$ cat src/rtl/tach_pkg.sv
package tach_pkg;
  typedef enum logic [1:0] {
    EDGE_FALL  = 2'd0,
    EDGE_RISE  = 2'd1,
    EDGE_ANY   = 2'd2,
    EDGE_ANY_B = 2'd3
  } edge_mode_e;

  // filter length from code: 0->3, 1->2, 2->1, 3->0
  function automatic logic [1:0] deb_len(input logic [1:0] code);
    return 2'd3 - code;
  endfunction
endpackage

$ cat src/rtl/tach_debounce.sv
module tach_debounce (
  input  logic       clk_i,
  input  logic       rst_ni,
  input  logic       in_i,
  input  logic [1:0] code_i,
  output logic       raw_o,
  output logic       deb_o
);
  import tach_pkg::*;

  logic [1:0] sync_q;
  logic       deb_q;
  logic [1:0] hold_q;
  logic [1:0] len;

  assign len = deb_len(code_i);

  always_ff @(posedge clk_i or negedge rst_ni) begin
    if (!rst_ni) begin
      sync_q <= '0;
      deb_q  <= 1'b0;
      hold_q <= '0;
    end else begin
      sync_q <= {sync_q[0], in_i};
      if (sync_q[1] == deb_q) begin
        hold_q <= '0;
      end else if (hold_q >= len) begin
        deb_q  <= sync_q[1];
        hold_q <= '0;
      end else begin
        hold_q <= hold_q + 2'd1;
      end
    end
  end

  assign raw_o = sync_q[1];
  assign deb_o = deb_q;

  assert_deb_follow_R3: assert property (@(posedge clk_i) disable iff (!rst_ni)
    (deb_q != $past(deb_q)) |-> (deb_q == $past(sync_q[1])));
  assert_deb_code3_R3: assert property (@(posedge clk_i) disable iff (!rst_ni)
    (code_i == 2'd3 && sync_q[1] != deb_q) |=> (deb_q == $past(sync_q[1])));
endmodule

$ cat src/rtl/tach_prescaler.sv
module tach_prescaler #(
  parameter int EXP_W   = 4,
  parameter int MAX_EXP = 11
) (
  input  logic             clk_i,
  input  logic             rst_ni,
  input  logic             run_i,
  input  logic             restart_i,
  input  logic [EXP_W-1:0] exp_i,
  output logic             tick_o
);
  localparam int PRE_W = 2 * MAX_EXP;

  logic [PRE_W-1:0] pre_q;
  logic [PRE_W-1:0] limit;
  logic [EXP_W-1:0] exp_eff;

  assign exp_eff = (exp_i > EXP_W'(MAX_EXP)) ? EXP_W'(MAX_EXP) : exp_i;

  // limit = 4^n - 1 : low 2n bits set
  always_comb begin
    for (int i = 0; i < PRE_W; i++) limit[i] = (i < 2 * int'(exp_eff));
  end

  assign tick_o = run_i && (pre_q >= limit);

  always_ff @(posedge clk_i or negedge rst_ni) begin
    if (!rst_ni)                  pre_q <= '0;
    else if (!run_i || restart_i) pre_q <= '0;
    else if (tick_o)              pre_q <= '0;
    else                          pre_q <= pre_q + PRE_W'(1);
  end

  assert_div1_every_clk_R5: assert property (@(posedge clk_i) disable iff (!rst_ni)
    (run_i && exp_eff == '0) |-> tick_o);
  assert_idle_no_tick_R11: assert property (@(posedge clk_i) disable iff (!rst_ni)
    !run_i |-> !tick_o);
endmodule

$ cat src/rtl/tach_interval_counter.sv
module tach_interval_counter #(
  parameter int CNT_W = 20
) (
  input  logic             clk_i,
  input  logic             rst_ni,
  input  logic             enable_i,
  input  logic             edge_i,
  input  logic             tick_i,
  input  logic [CNT_W-1:0] limit_i,
  input  logic             limit_inv_i,
  input  logic             irq_en_i,
  input  logic             irq_clr_i,
  output logic [CNT_W-1:0] result_o,
  output logic             upd_o,
  output logic             full_o,
  output logic             irq_o
);
  localparam logic [CNT_W-1:0] CNT_MAX = '1;

  logic [CNT_W-1:0] cnt_q, res_q, cap_val;
  logic             armed_q, upd_q, full_q, irq_q;
  logic             capture, hit;

  assign cap_val = (tick_i && cnt_q != CNT_MAX) ? cnt_q + CNT_W'(1) : cnt_q;
  assign capture = enable_i && edge_i && armed_q;
  assign hit     = limit_inv_i ? (cap_val < limit_i) : (cap_val > limit_i);

  always_ff @(posedge clk_i or negedge rst_ni) begin
    if (!rst_ni) begin
      cnt_q   <= '0;
      res_q   <= '0;
      armed_q <= 1'b0;
      upd_q   <= 1'b0;
      full_q  <= 1'b0;
    end else begin
      upd_q <= 1'b0;
      if (!enable_i) begin
        cnt_q   <= '0;
        armed_q <= 1'b0;
        full_q  <= 1'b0;
      end else if (edge_i) begin
        if (armed_q) begin
          res_q  <= cap_val;
          upd_q  <= 1'b1;
          full_q <= (cap_val != CNT_MAX);
        end
        cnt_q   <= '0;
        armed_q <= 1'b1;
      end else if (tick_i && cnt_q != CNT_MAX) begin
        cnt_q <= cnt_q + CNT_W'(1);
        if (cnt_q + CNT_W'(1) == CNT_MAX) full_q <= 1'b0;
      end
    end
  end

  always_ff @(posedge clk_i or negedge rst_ni) begin
    if (!rst_ni)                       irq_q <= 1'b0;
    else if (capture && irq_en_i && hit) irq_q <= 1'b1;
    else if (irq_clr_i)                irq_q <= 1'b0;
  end

  assign result_o = res_q;
  assign upd_o    = upd_q;
  assign full_o   = full_q;
  assign irq_o    = irq_q;

  assert_sat_hold_R7: assert property (@(posedge clk_i) disable iff (!rst_ni)
    (enable_i && !edge_i && cnt_q == CNT_MAX) |=> (cnt_q == CNT_MAX));
  assert_sat_not_full_R7: assert property (@(posedge clk_i) disable iff (!rst_ni)
    (enable_i && armed_q && cnt_q == CNT_MAX) |-> !full_q);
  assert_full_matches_R8: assert property (@(posedge clk_i) disable iff (!rst_ni)
    upd_q |-> (full_q == (res_q != CNT_MAX)));
  assert_disable_clear_R11: assert property (@(posedge clk_i) disable iff (!rst_ni)
    !enable_i |=> (cnt_q == '0 && !full_q && !upd_q));
  assert_irq_gate_R9: assert property (@(posedge clk_i) disable iff (!rst_ni)
    $rose(irq_q) |-> ($past(irq_en_i) && upd_q));
  assert_irq_clear_R10: assert property (@(posedge clk_i) disable iff (!rst_ni)
    (irq_clr_i && !capture) |=> !irq_q);
endmodule

$ cat src/rtl/tach_period_meter.sv
module tach_period_meter #(
  parameter int CNT_W   = 20,
  parameter int EXP_W   = 4,
  parameter int MAX_EXP = 11
) (
  input  logic             clk_i,
  input  logic             rst_ni,
  input  logic             enable_i,
  input  logic             loopback_i,
  input  logic             tach_i,
  input  logic             pwm_fb_i,
  input  logic [1:0]       deb_code_i,
  input  logic [1:0]       edge_code_i,
  input  logic [EXP_W-1:0] div_exp_i,
  input  logic [CNT_W-1:0] limit_i,
  input  logic             limit_inv_i,
  input  logic             irq_en_i,
  input  logic             irq_clr_i,
  output logic [CNT_W-1:0] period_o,
  output logic             period_upd_o,
  output logic             full_meas_o,
  output logic             raw_level_o,
  output logic             deb_level_o,
  output logic             irq_o
);
  import tach_pkg::*;

  logic src, deb_prev_q, rise, fall, sel_edge, tick;

  assign src = loopback_i ? pwm_fb_i : tach_i;

  tach_debounce u_deb (
    .clk_i  (clk_i),
    .rst_ni (rst_ni),
    .in_i   (src),
    .code_i (deb_code_i),
    .raw_o  (raw_level_o),
    .deb_o  (deb_level_o)
  );

  always_ff @(posedge clk_i or negedge rst_ni) begin
    if (!rst_ni) deb_prev_q <= 1'b0;
    else         deb_prev_q <= deb_level_o;
  end

  assign rise = deb_level_o & ~deb_prev_q;
  assign fall = ~deb_level_o & deb_prev_q;

  always_comb begin
    unique case (edge_mode_e'(edge_code_i))
      EDGE_FALL: sel_edge = fall;
      EDGE_RISE: sel_edge = rise;
      default:   sel_edge = rise | fall;
    endcase
  end

  tach_prescaler #(.EXP_W(EXP_W), .MAX_EXP(MAX_EXP)) u_pre (
    .clk_i     (clk_i),
    .rst_ni    (rst_ni),
    .run_i     (enable_i),
    .restart_i (sel_edge),
    .exp_i     (div_exp_i),
    .tick_o    (tick)
  );

  tach_interval_counter #(.CNT_W(CNT_W)) u_cnt (
    .clk_i       (clk_i),
    .rst_ni      (rst_ni),
    .enable_i    (enable_i),
    .edge_i      (sel_edge),
    .tick_i      (tick),
    .limit_i     (limit_i),
    .limit_inv_i (limit_inv_i),
    .irq_en_i    (irq_en_i),
    .irq_clr_i   (irq_clr_i),
    .result_o    (period_o),
    .upd_o       (period_upd_o),
    .full_o      (full_meas_o),
    .irq_o       (irq_o)
  );

  assert_upd_after_edge_R6: assert property (@(posedge clk_i) disable iff (!rst_ni)
    period_upd_o |-> ($past(sel_edge) && $past(enable_i)));
  assert_fall_mode_R4: assert property (@(posedge clk_i) disable iff (!rst_ni)
    (edge_code_i == 2'd0 && period_upd_o && $past(edge_code_i) == 2'd0) |-> !$past(deb_level_o));
endmodule

$ cat config.mk
export PLATFORM = sky130hd
export DESIGN_NAME = tach_period_meter
export DESIGN_NICKNAME = d
export VERILOG_FILES = /design/src/rtl/tach_pkg.sv /design/src/rtl/tach_debounce.sv /design/src/rtl/tach_prescaler.sv /design/src/rtl/tach_interval_counter.sv /design/src/rtl/tach_period_meter.sv
export SDC_FILE = /design/constraint.sdc
export NUM_CORES = 1
export LEC_CHECK = 0
export CORE_UTILIZATION = 25
export DETAILED_ROUTE_END_ITERATION = 10
export PLACE_DENSITY = 0.47
export SLEW_MARGIN = 20
export SYNTH_ARGS = -nofsm -noshare
export SYNTH_HDL_FRONTEND = slang
export SYNTH_HIERARCHICAL = 1
export SYNTH_SLANG_ARGS = --single-unit
$ cat constraint.sdc
create_clock -name clk_i -period 7.3 [get_ports clk_i]
set_clock_uncertainty 0.2 [all_clocks]
set_input_delay 1.095 -clock clk_i [delete_from_list [all_inputs] [get_ports clk_i]]
set_output_delay 1.095 -clock clk_i [all_outputs]
set_load 0.03 [all_outputs]
=== Word level (Yosys, flattened, before mapping) ===
Cells that the tools add are included.
W data, S select, Z words.

* Add/sub/neg operators: 4
* Magnitude comparators: 27
* Eq/ne operators: 9
* Multiplexer cells: 23
* Bitwise logic cells: 6
* Reduce and logical (&&, ||, !) cells: 13

{| class="wikitable"
|+ Operator list
! kind !! number
|-
| $mux W20 || 3
|-
| $mux W22 || 2
|-
| $lt A4 B5 Y1 const A || 8
|-
| $ne A20 B20 Y1 const B || 2
|-
| $lt A5 B5 Y1 const A || 6
|-
| $add A22 B1 Y22 const B || 1
|-
| $ge A22 B22 Y1 || 1
|-
| $add A20 B1 Y20 const B || 1
|-
| $eq A20 B20 Y1 const B || 1
|-
| $gt A20 B20 Y1 || 1
|-
| $lt A20 B20 Y1 || 1
|-
| $lt A3 B5 Y1 const A || 4
|-
| $mux W1 || 14
|-
| $lt A1 B5 Y1 const A || 2
|-
| $lt A2 B5 Y1 const A || 2
|-
| $logic_and A1 B1 Y1 || 6
|-
| $ne A3 B1 Y1 const B || 2
|-
| $reduce_and A3 Y1 || 2
|-
| $gt A4 B4 Y1 const B || 1
|-
| $mux W2 || 2
|-
| $mux W4 || 1
|-
| $ne A3 B3 Y1 const B || 1
|-
| $not A1 Y1 || 3
|-
| $add A2 B1 Y2 const B || 1
|-
| other kinds (13) || 14
|}

* Bits in registers: 72
* Input bits: 37
* Output and inout port bits: 25
* Word-level logic and storage cells: 93

=== Longest topological paths before layout ===
Gate-level depths: netlist (run 1).

* Depth in word-level cells: 11
* Depth in mapped cells: 23

=== By module ===
Netlist (run 1), hierarchy kept.

{| class="wikitable"
|+ Modules (own cells, without submodules)
! module !! times used !! cells each !! area an instance (um^2)
|-
| tach_interval_counter || 1 || 328 || 2,798.9
|-
| tach_prescaler || 1 || 176 || 1,632.8
|-
| tach_debounce || 1 || 16 || 216.5
|-
| tach_period_meter || 1 || 8 || 92.6
|}

=== Least setup slack after synthesis (run 1) ===
No wires, ideal clock.

* Path kind: input -> register
* Start point: in div_exp_i[3]
* End point: reg u_cnt.irq_q (netlist: u_cnt/irq_o)
* Library setup time: 0.128 ns
* Arrival time: 4.785 ns
* Data required time: 6.972 ns
* Setup slack: 2.186 ns
* Cell stages on the path: 21
* Path buffers: 1
* Cell sequence: clkbuf_1 o21ai_0 ha_1 nand4_2 nor4_2 nand2_1 o211ai_1 and2_1 inv_1 a31o_4 or2_4 nor2_1 xnor2_1 inv_1 ha_1 a21o_1 a21oi_1 o21ai_0 a221oi_1 o21ai_0 mux2i_1

* Cells in the longest elaborated chain, start to end: 11
* Elaborated cells on any way between the ends: 34
* Those cells by class: 26 x order compare; 4 x mux; 4 x reduce/logical

{| class="wikitable"
|+ RTL lines
! what !! RTL line !! RTL
|-
| from (decl) || tach_period_meter.sv:14 || <nowiki>input logic [EXP_W-1:0] div_exp_i,</nowiki>
|-
| $gt A4 B4 Y1 || tach_prescaler.sv:18 || <nowiki>assign exp_eff = (exp_i > EXP_W'(MAX_EXP)) ? EXP_W'(MAX_EXP) : exp_i;</nowiki>
|-
| $mux W4 * || tach_prescaler.sv:18 ||
|-
| $lt A1 B5 Y1 (tied with other cells) || tach_prescaler.sv:22 || <nowiki>for (int i = 0; i < PRE_W; i++) limit[i] = (i < 2 * int'(exp_eff));</nowiki>
|-
| $ge A22 B22 Y1 * || tach_prescaler.sv:25 || <nowiki>assign tick_o = run_i && (pre_q >= limit);</nowiki>
|-
| $logic_and A1 B1 Y1 * || tach_prescaler.sv:25 ||
|-
| named net tick || tach_period_meter.sv:28 || <nowiki>logic src, deb_prev_q, rise, fall, sel_edge, tick;</nowiki>
|-
| $logic_and A1 B1 Y1 * || tach_interval_counter.sv:24 || <nowiki>assign cap_val = (tick_i && cnt_q != CNT_MAX) ? cnt_q + CNT_W'(1) : cnt_q;</nowiki>
|-
| $mux W20 * || tach_interval_counter.sv:24 ||
|-
| named net u_cnt.cap_val[6] || tach_interval_counter.sv:20 || <nowiki>logic [CNT_W-1:0] cnt_q, res_q, cap_val;</nowiki>
|-
| $gt A20 B20 Y1 or $lt A20 B20 Y1 (tied branches) || tach_interval_counter.sv:26 || <nowiki>assign hit = limit_inv_i ? (cap_val < limit_i) : (cap_val > limit_i);</nowiki>
|-
| $mux W1 * || tach_interval_counter.sv:26 ||
|-
| $logic_and A1 B1 Y1 * || tach_interval_counter.sv:58 || <nowiki>else if (capture && irq_en_i && hit) irq_q <= 1'b1;</nowiki>
|-
| $mux W1 or $reduce_bool A2 Y1 (tied branches) || -- ||
|-
| to (signal assigned) || tach_interval_counter.sv:57 || <nowiki>if (!rst_ni) irq_q <= 1'b0;</nowiki>
|-
| to (signal assigned) || tach_interval_counter.sv:58 ||
|-
| to (signal assigned) || tach_interval_counter.sv:59 || <nowiki>else if (irq_clr_i) irq_q <= 1'b0;</nowiki>
|-
| to (decl) || tach_interval_counter.sv:21 || <nowiki>logic armed_q, upd_q, full_q, irq_q;</nowiki>
|}

Mark *: on every way through the listed nets, which the timed path passes. The rest lies on a longest branch.
A chain may end at the register's enable or synchronous reset.

=== Worst setup path after layout (run 1) ===
* Start point: in div_exp_i[1]
* End point: reg u_cnt.irq_q (netlist: u_cnt/irq_o)

Same word-level chain as after synthesis.

==> results of run 1 <==
[cell type report]
cell class / instances / share of cell area [%]
inverters: 56 / 3.58
repair buffers: 62 / 10.5
clock inverters: 6 / 1.11
well taps: 229 / 4.89
clock buffers: 10 / 4.08
multi-input cells: 386 / 45.1
flip-flops and latches: 72 / 30.7
[synthesized netlist by cell type, types with 2 or more instances]
library cell / count
nand4_2: 3
buf_6: 3
a21oi_1: 18
buf_4: 2
mux2i_1: 4
or3_1: 2
and3_1: 9
o21ai_0: 35
nor4_1: 6
and4_1: 6
nor3b_1: 2
o31ai_1: 2
a221oi_1: 2
dfrtp_1: 72
nand3_1: 21
nand2_1: 50
nand4_1: 15
xnor2_1: 26
nor3_1: 9
ha_1: 49
xor2_1: 16
a21o_1: 6
inv_1: 56
o21a_1: 4
and2_1: 4
nand2b_1: 4
nor2b_1: 3
nor4_4: 2
nor2_1: 62
and3_4: 2
a31oi_1: 3
clkbuf_1: 9
[how the worst max path moves through the flow]
| stage | start | end | slack, ns |
|---|---|---|---|
| after global placement | div_exp_i[1] | u_cnt/irq_o | 1.23 |
| after floorplan | div_exp_i[3] | u_cnt/irq_o | 2.19 |
| after CTS | div_exp_i[1] | u_cnt/irq_o | 1.42 |
| after global routing | div_exp_i[1] | u_cnt/irq_o | 0.92 |
| final | div_exp_i[1] | u_cnt/irq_o | 1.44 |
| after detailed placement | div_exp_i[1] | u_cnt/irq_o | 1.09 |
[logic make-up after synthesis]
logic type	after synthesis
buf+inv	70
fa+ha+maj	49
flops	72
mux	6
xor+xnor	42
simple gates	208
compound gates	81
[per-layer routing]
metal  vias to the layer above  track usage [%]  wire (um)
met4                         0             4.51        174
met3                        15             3.92        629
met5                         -                0          0
met1                      1827             17.0       5640
li1                       1919                -          -
met2                        89             22.1       5640
[per-stage QoR]
step	total power, mW	hold slack, ns
after detailed placement	0.676	0.139
after CTS	1.14	0.152
final	1.11	0.148
after global routing	1.19	0.163
after floorplan	0.600	0.131
after global placement	0.672	0.133
[power groups by stage]
stage	Clock [mW]	Sequential, mW	Combinational (mW)
5_1_grt	0.491	0.448	0.251
6_report	0.451	0.444	0.220
3_5_place_dp	0	0.452	0.224
3_3_place_gp	0	0.452	0.221
2_1_floorplan	0	0.461	0.139
4_1_cts	0.469	0.445	0.228
[registers in the layout (all words and copies together) (netlist names)]
name	cells
u_cnt/irq_o	1
u_cnt/cnt_q	20
u_deb/sync_q	2
u_deb/deb_o	1
u_cnt/armed_q	1
u_cnt/full_o	1
u_cnt/upd_o	1
deb_prev_q	1
u_pre/pre_q	22
u_cnt/result_o	20
u_deb/hold_q	2
==> flow_summary.toml, run 1 <==
[critical_path]
cp_slowest_cell = "clkdlybuf4s50_1"
required_ns = 7.36
critical_path.top_delay_family = "simple AND/OR/NAND/NOR gates"
worstPathArrival_ns = 5.93
slowest_delay_ns = 0.56
cp_cell_sequence = "clkdlybuf4s50_1 > and2_1 > o21ai_0 > ha_1 > nand4_2 > nor4_2 > nand2_1 > o211ai_1 > and2_1 > inv_1 > a31o_4 > nor3_1 > xnor2_1 > inv_1 > ha_1 > nand4_1 > nor4_1 > a221oi_1 > o21ai_0 > mux2i_1"
reg2reg_from = "u_pre/pre_q[20]"
r2r_cells = 17
reg2reg_to = "u_cnt/irq_o"
crit_cells = 20
reg2reg_slack_ns = 2.70
startpoint_type = "input pin"
cp_max_fo = 13
worstSetupEndpointType = "register"
critPathBufInv = 3
crit_type = "input pin to register"

[drt]
viasPerCell = 4.69
num_vias = 3850
wl_per_cell_um = 14.7
final_antenna_net_count = 0
first_pass_iters = 6
first_iter_violations = 197
routed_wl_um = 12100
drc_errors = 0

[clock_network]
numCtsBuffers = 9
cts.htree.levels = 3
hold_buffers = 0
cts_setup_buffers = 0
cts_resized = 0
tritoncts = "yes"
clock_path_buffers = 2
cts-root-buf = "clkbuf_16"
path_clk_slew_ns = 0.06
worstSkewPairLatency_ns = 0.34
clock-sinks = 72

[hold_path]
min-delay-start = "u_deb/sync_q[0]"
hold_end = "u_deb/sync_q[1]"
min_path_type = "register to register"
hold_depth = 0

[sta]
tightestPinTransition_ns = 0.923
timing.final.hold_violations = 0
setup_slack_ns = 1.44
slew_violations = 0
rsz0062_at_grt = "false"
setup_viol_count_final = 0
slew_headroom_pct = 38.5
min_period_over_period_pct = 80.3
timing.fmax_mhz = 171
finalSetupTns_ns = 0
period_needed_ns = 5.86

[job]
cap_violations = 0

[die]
die_h_um = 140
io-pin-count = 62
die_area_um2 = 19500
initial_core_util_pct = 25.9
fp.dieW_um = 140
core_area_um2 = 18300
rows = 49

[placement]
dp_cells = 805
placed_area_um2 = 5560
dpl.hpwl_um = 9100
gp_congestion = 0.845
pre_cts_ws_ns = 1.09
io_buffers = 61

[finish]
fin_util_pct = 32.1
multi_input_area_um2 = 2650
area_delta_synth_final_pct = 23.7
seq_area_um2 = 1800
nets = 673
drive_above_1_share_pct = 6.59
final_cells = 821
mostFrequentLayoutCells = "dfrtp_1, nor2_1, clkdlybuf4s50_1, inv_1, nand2_1"
antenna_cells = 0
final_cell_area_um2 = 5860
nFillCells = 1907
final_common_cell = "dfrtp_1"

[yosys]
synth_top_family_by_area = "simple AND/OR/NAND/NOR gates"
synth_largest_area_cell = "dfrtp_1"
synth_cells = 528
synthArstFlopShare_pct = 100
synth.area.top_cells = "dfrtp_1, ha_1, nor2_1"
synth_top_area_share_pct = 38.0
synth-adder-area-share_pct = 12.9
ys_types = 53
synthXorXnorAreaFrac_pct = 7.76
synth.mux.area_fraction_pct = 1.40
synth-edff-count = 0
synth_ff_type = "dfrtp_1"
syn_area_per_cell_um2 = 8.98
synth_compound_area_share_pct = 11.0
yosysWarnings = 6
synth_area_um2 = 4740
yosysSeqAreaShare_pct = 38.0
synth-simple-area-share_pct = 22.8
synth_seq_cells = 72
synth_fp_nets = 614

[global_routing]
grt_pass1_vias = 3996
gr-total-overflow = 0
grt_max_degree = 73
grt_pass1_wl_um = 20500
antenna_found_initial = 0
gr-usage-all-layers_pct = 13.5

[power_and_ir_drop]
sequentialPowerShare_pct = 39.8
powerDensity_nw_per_um2 = 190
p_sw_uw = 329
vdd_drop_max_mv = 0.0924
cellLeakagePower_nw = 2.74
p_clk_share_pct = 40.4
swShare_pct = 29.5
p_comb_share_pct = 19.7
p_int_uw = 786

[outcome]
status = "completed"
Power figures use the tool's default switching activity.
==> run 2: changes to the inputs <==
--- a/config.mk
+++ b/config.mk
@@ -7,7 +7,7 @@
 export LEC_CHECK = 0
 export CORE_UTILIZATION = 25
 export DETAILED_ROUTE_END_ITERATION = 10
-export PLACE_DENSITY = 0.47
+export PLACE_DENSITY = 0.49
 export SLEW_MARGIN = 20
 export SYNTH_ARGS = -nofsm -noshare
 export SYNTH_HDL_FRONTEND = slang
==> constraint.sdc (replaced) <==
create_clock -name clk_i -period 4.7 [get_ports clk_i]
set_clock_uncertainty 0.2 [all_clocks]
set_input_delay 0.705 -clock clk_i [delete_from_list [all_inputs] [get_ports clk_i]]
set_output_delay 0.705 -clock clk_i [all_outputs]
set_load 0.03 [all_outputs]
==> run 2 against run 1 <==
Wire length is 7.2% higher. Power is 55% higher. Sequential share of layout area is 3.3 points lower. Sequential power is 56% higher. Cell area is 12% higher. Register-to-register slack worse by 2.1 ns. Worst hold slack better by 0.0057 ns. Flip-flop and latch count stayed put. Die area stayed put. Combinational power is 75% higher. Final cell count is 6.6% higher. Via count is 6.3% higher. Critical endpoint unchanged.
==> flow_summary.toml, run 2 (synthesis gave the netlist of run 1 again) <==
[outcome]
status = "completed"

[clock_network]
clock-sinks = 72
clock_path_buffers = 2
path_clk_slew_ns = 0.07
worstSkewPairLatency_ns = 0.34
cts.htree.levels = 3
tritoncts = "yes"
cts-root-buf = "clkbuf_16"
numCtsBuffers = 9

[power_and_ir_drop]
cellLeakagePower_nw = 3.03
p_sw_uw = 525
vdd_drop_max_mv = 0.165
sequentialPowerShare_pct = 40.1
p_comb_share_pct = 22.3
swShare_pct = 30.4
p_clk_share_pct = 37.6
powerDensity_nw_per_um2 = 263
p_int_mw = 1.20

[finish]
fin_util_pct = 36.0
nets = 728
drive_above_1_share_pct = 21.5
top_register = "u_pre/pre_q"
largest_reg_flops = 22
antenna_cells = 0
area_delta_synth_final_pct = 38.7
mostFrequentLayoutCells = "dfrtp_1, nor2_1, clkdlybuf4s50_1, buf_4, inv_1"
final_common_cell = "dfrtp_1"

[global_routing]
grt_max_degree = 73
gr-total-overflow = 0
grt_pass1_wl_um = 21100
grt_pass1_vias = 4171
gr-usage-all-layers_pct = 13.9
antenna_found_initial = 0

[die]
io-pin-count = 62
die_h_um = 140
initial_core_util_pct = 25.9
core_area_um2 = 18300
rows = 49
fp.dieW_um = 140
die_area_um2 = 19500

[drt]
routed_wl_um = 12900
first_pass_iters = 4
num_vias = 4093
first_iter_violations = 186
drc_errors = 0
viasPerCell = 4.68
wl_per_cell_um = 14.8
final_antenna_net_count = 0

[critical_path]
cp_max_fo = 5
startpoint_type = "input pin"
worstSetupEndpointType = "register"
crit_type = "input pin to register"
worstPathArrival_ns = 4.51
required_ns = 4.73

[sta]
slew_violations = 0
setup_viol_count_final = 0
setup_slack_ns = 0.216
slew_headroom_pct = 36.0
period_needed_ns = 4.48
tightestPinTransition_ns = 0.959
min_period_over_period_pct = 95.4
timing.fmax_mhz = 223
timing.final.hold_violations = 0
hold_ws_ns = 0.154

[placement]
io_buffers = 61
dpl.hpwl_um = 9750
gp_congestion = 0.810
pre_cts_ws_ns = -0.708

[job]
cap_violations = 0

[hold_path]
min_path_type = "register to register"
==> run 2: cell type report <==
| class | instances | area, um2 |
|---|---|---|
| timing repair buffer | 117 | 1040 |
| multi-input combinational | 386 | 2950 |
| inverter | 56 | 210 |
| tap | 229 | 287 |
| sequential | 72 | 1800 |
| fill | 1839 | 11700 |
| clock inverter | 4 | 28.8 |
| clock buffer | 11 | 253 |
==> run 2: final timing paths <==
kind / from / endpoint / slack, ns / depth (start not counted)
min: u_deb/sync_q[0] / u_deb/sync_q[1] / 0.15 / 0
max reg2reg: u_pre/pre_q[20] / u_cnt/irq_o / 0.64 / 19
min reg2reg: u_deb/sync_q[0] / u_deb/sync_q[1] / 0.15 / 0
min in group asynchronous: rst_ni / u_pre/pre_q[21] / 0.32 / 1
max in group asynchronous: rst_ni / u_cnt/result_o[4] / 3.35 / 1
max: div_exp_i[1] / u_cnt/irq_o / 0.22 / 24
==> run 2: stage by stage <==
stage               TNS, ns  cell area (um2)  total power, mW  std cells
finish                    0             6570             1.73        875
global route        -0.0187             6570             1.83        875
CTS                       0             6360             1.74        874
detailed placement   -0.708             5950             1.07        855
global placement     -0.578             5950             1.06        855
floorplan                 0             4740            0.932        528
==> run 2: power by group through the flow <==
stage                     registers (mW)  clock network [mW]  logic, mW
after detailed placement           0.705                   0      0.361
final                              0.692               0.650      0.385
after global placement             0.702                   0      0.353
after CTS                          0.694               0.679      0.367
after floorplan                    0.716                   0      0.215
after global routing               0.699               0.700      0.429
==> run 2: what timing repair did <==
action / CTS / global route
setup buffers: 4 / 1
endpoints found under the setup margin: 1 / 1
resized for setup: 26 / 46
pin swaps: 15 / 20
hold buffers: 0 / 0
==> run 2: metal layers <==
layer | track usage [%] | part of all wire, % | up-vias
li1 | - | - | 2036
met1 | 17.6 | 47 | 1947
met2 | 22.8 | 47 | 92
met3 | 4.09 | 4.5 | 18
met4 | 4.05 | 1.8 | 0
met5 | 0 | 0 | -
==> run 2: critical path, stage by stage <==
cell and delay, ns:
clkdlybuf4s15_1 0.20, buf_6 0.14, buf_4 0.14, nor2_4 0.08, nand2_2 0.09, ha_4 0.27, nand2b_4 0.10, a21oi_1 0.06
o221a_2 0.27, o211ai_1 0.22, and2_4 0.19, inv_2 0.04, buf_4 0.14, or3_1 0.33, and3_4 0.19, inv_1 0.08
ha_1 0.24, a21o_1 0.16, a21o_1 0.18, a21oi_2 0.13, o21ai_1 0.08, a221oi_2 0.24, o21ai_1 0.10, mux2i_1 0.13
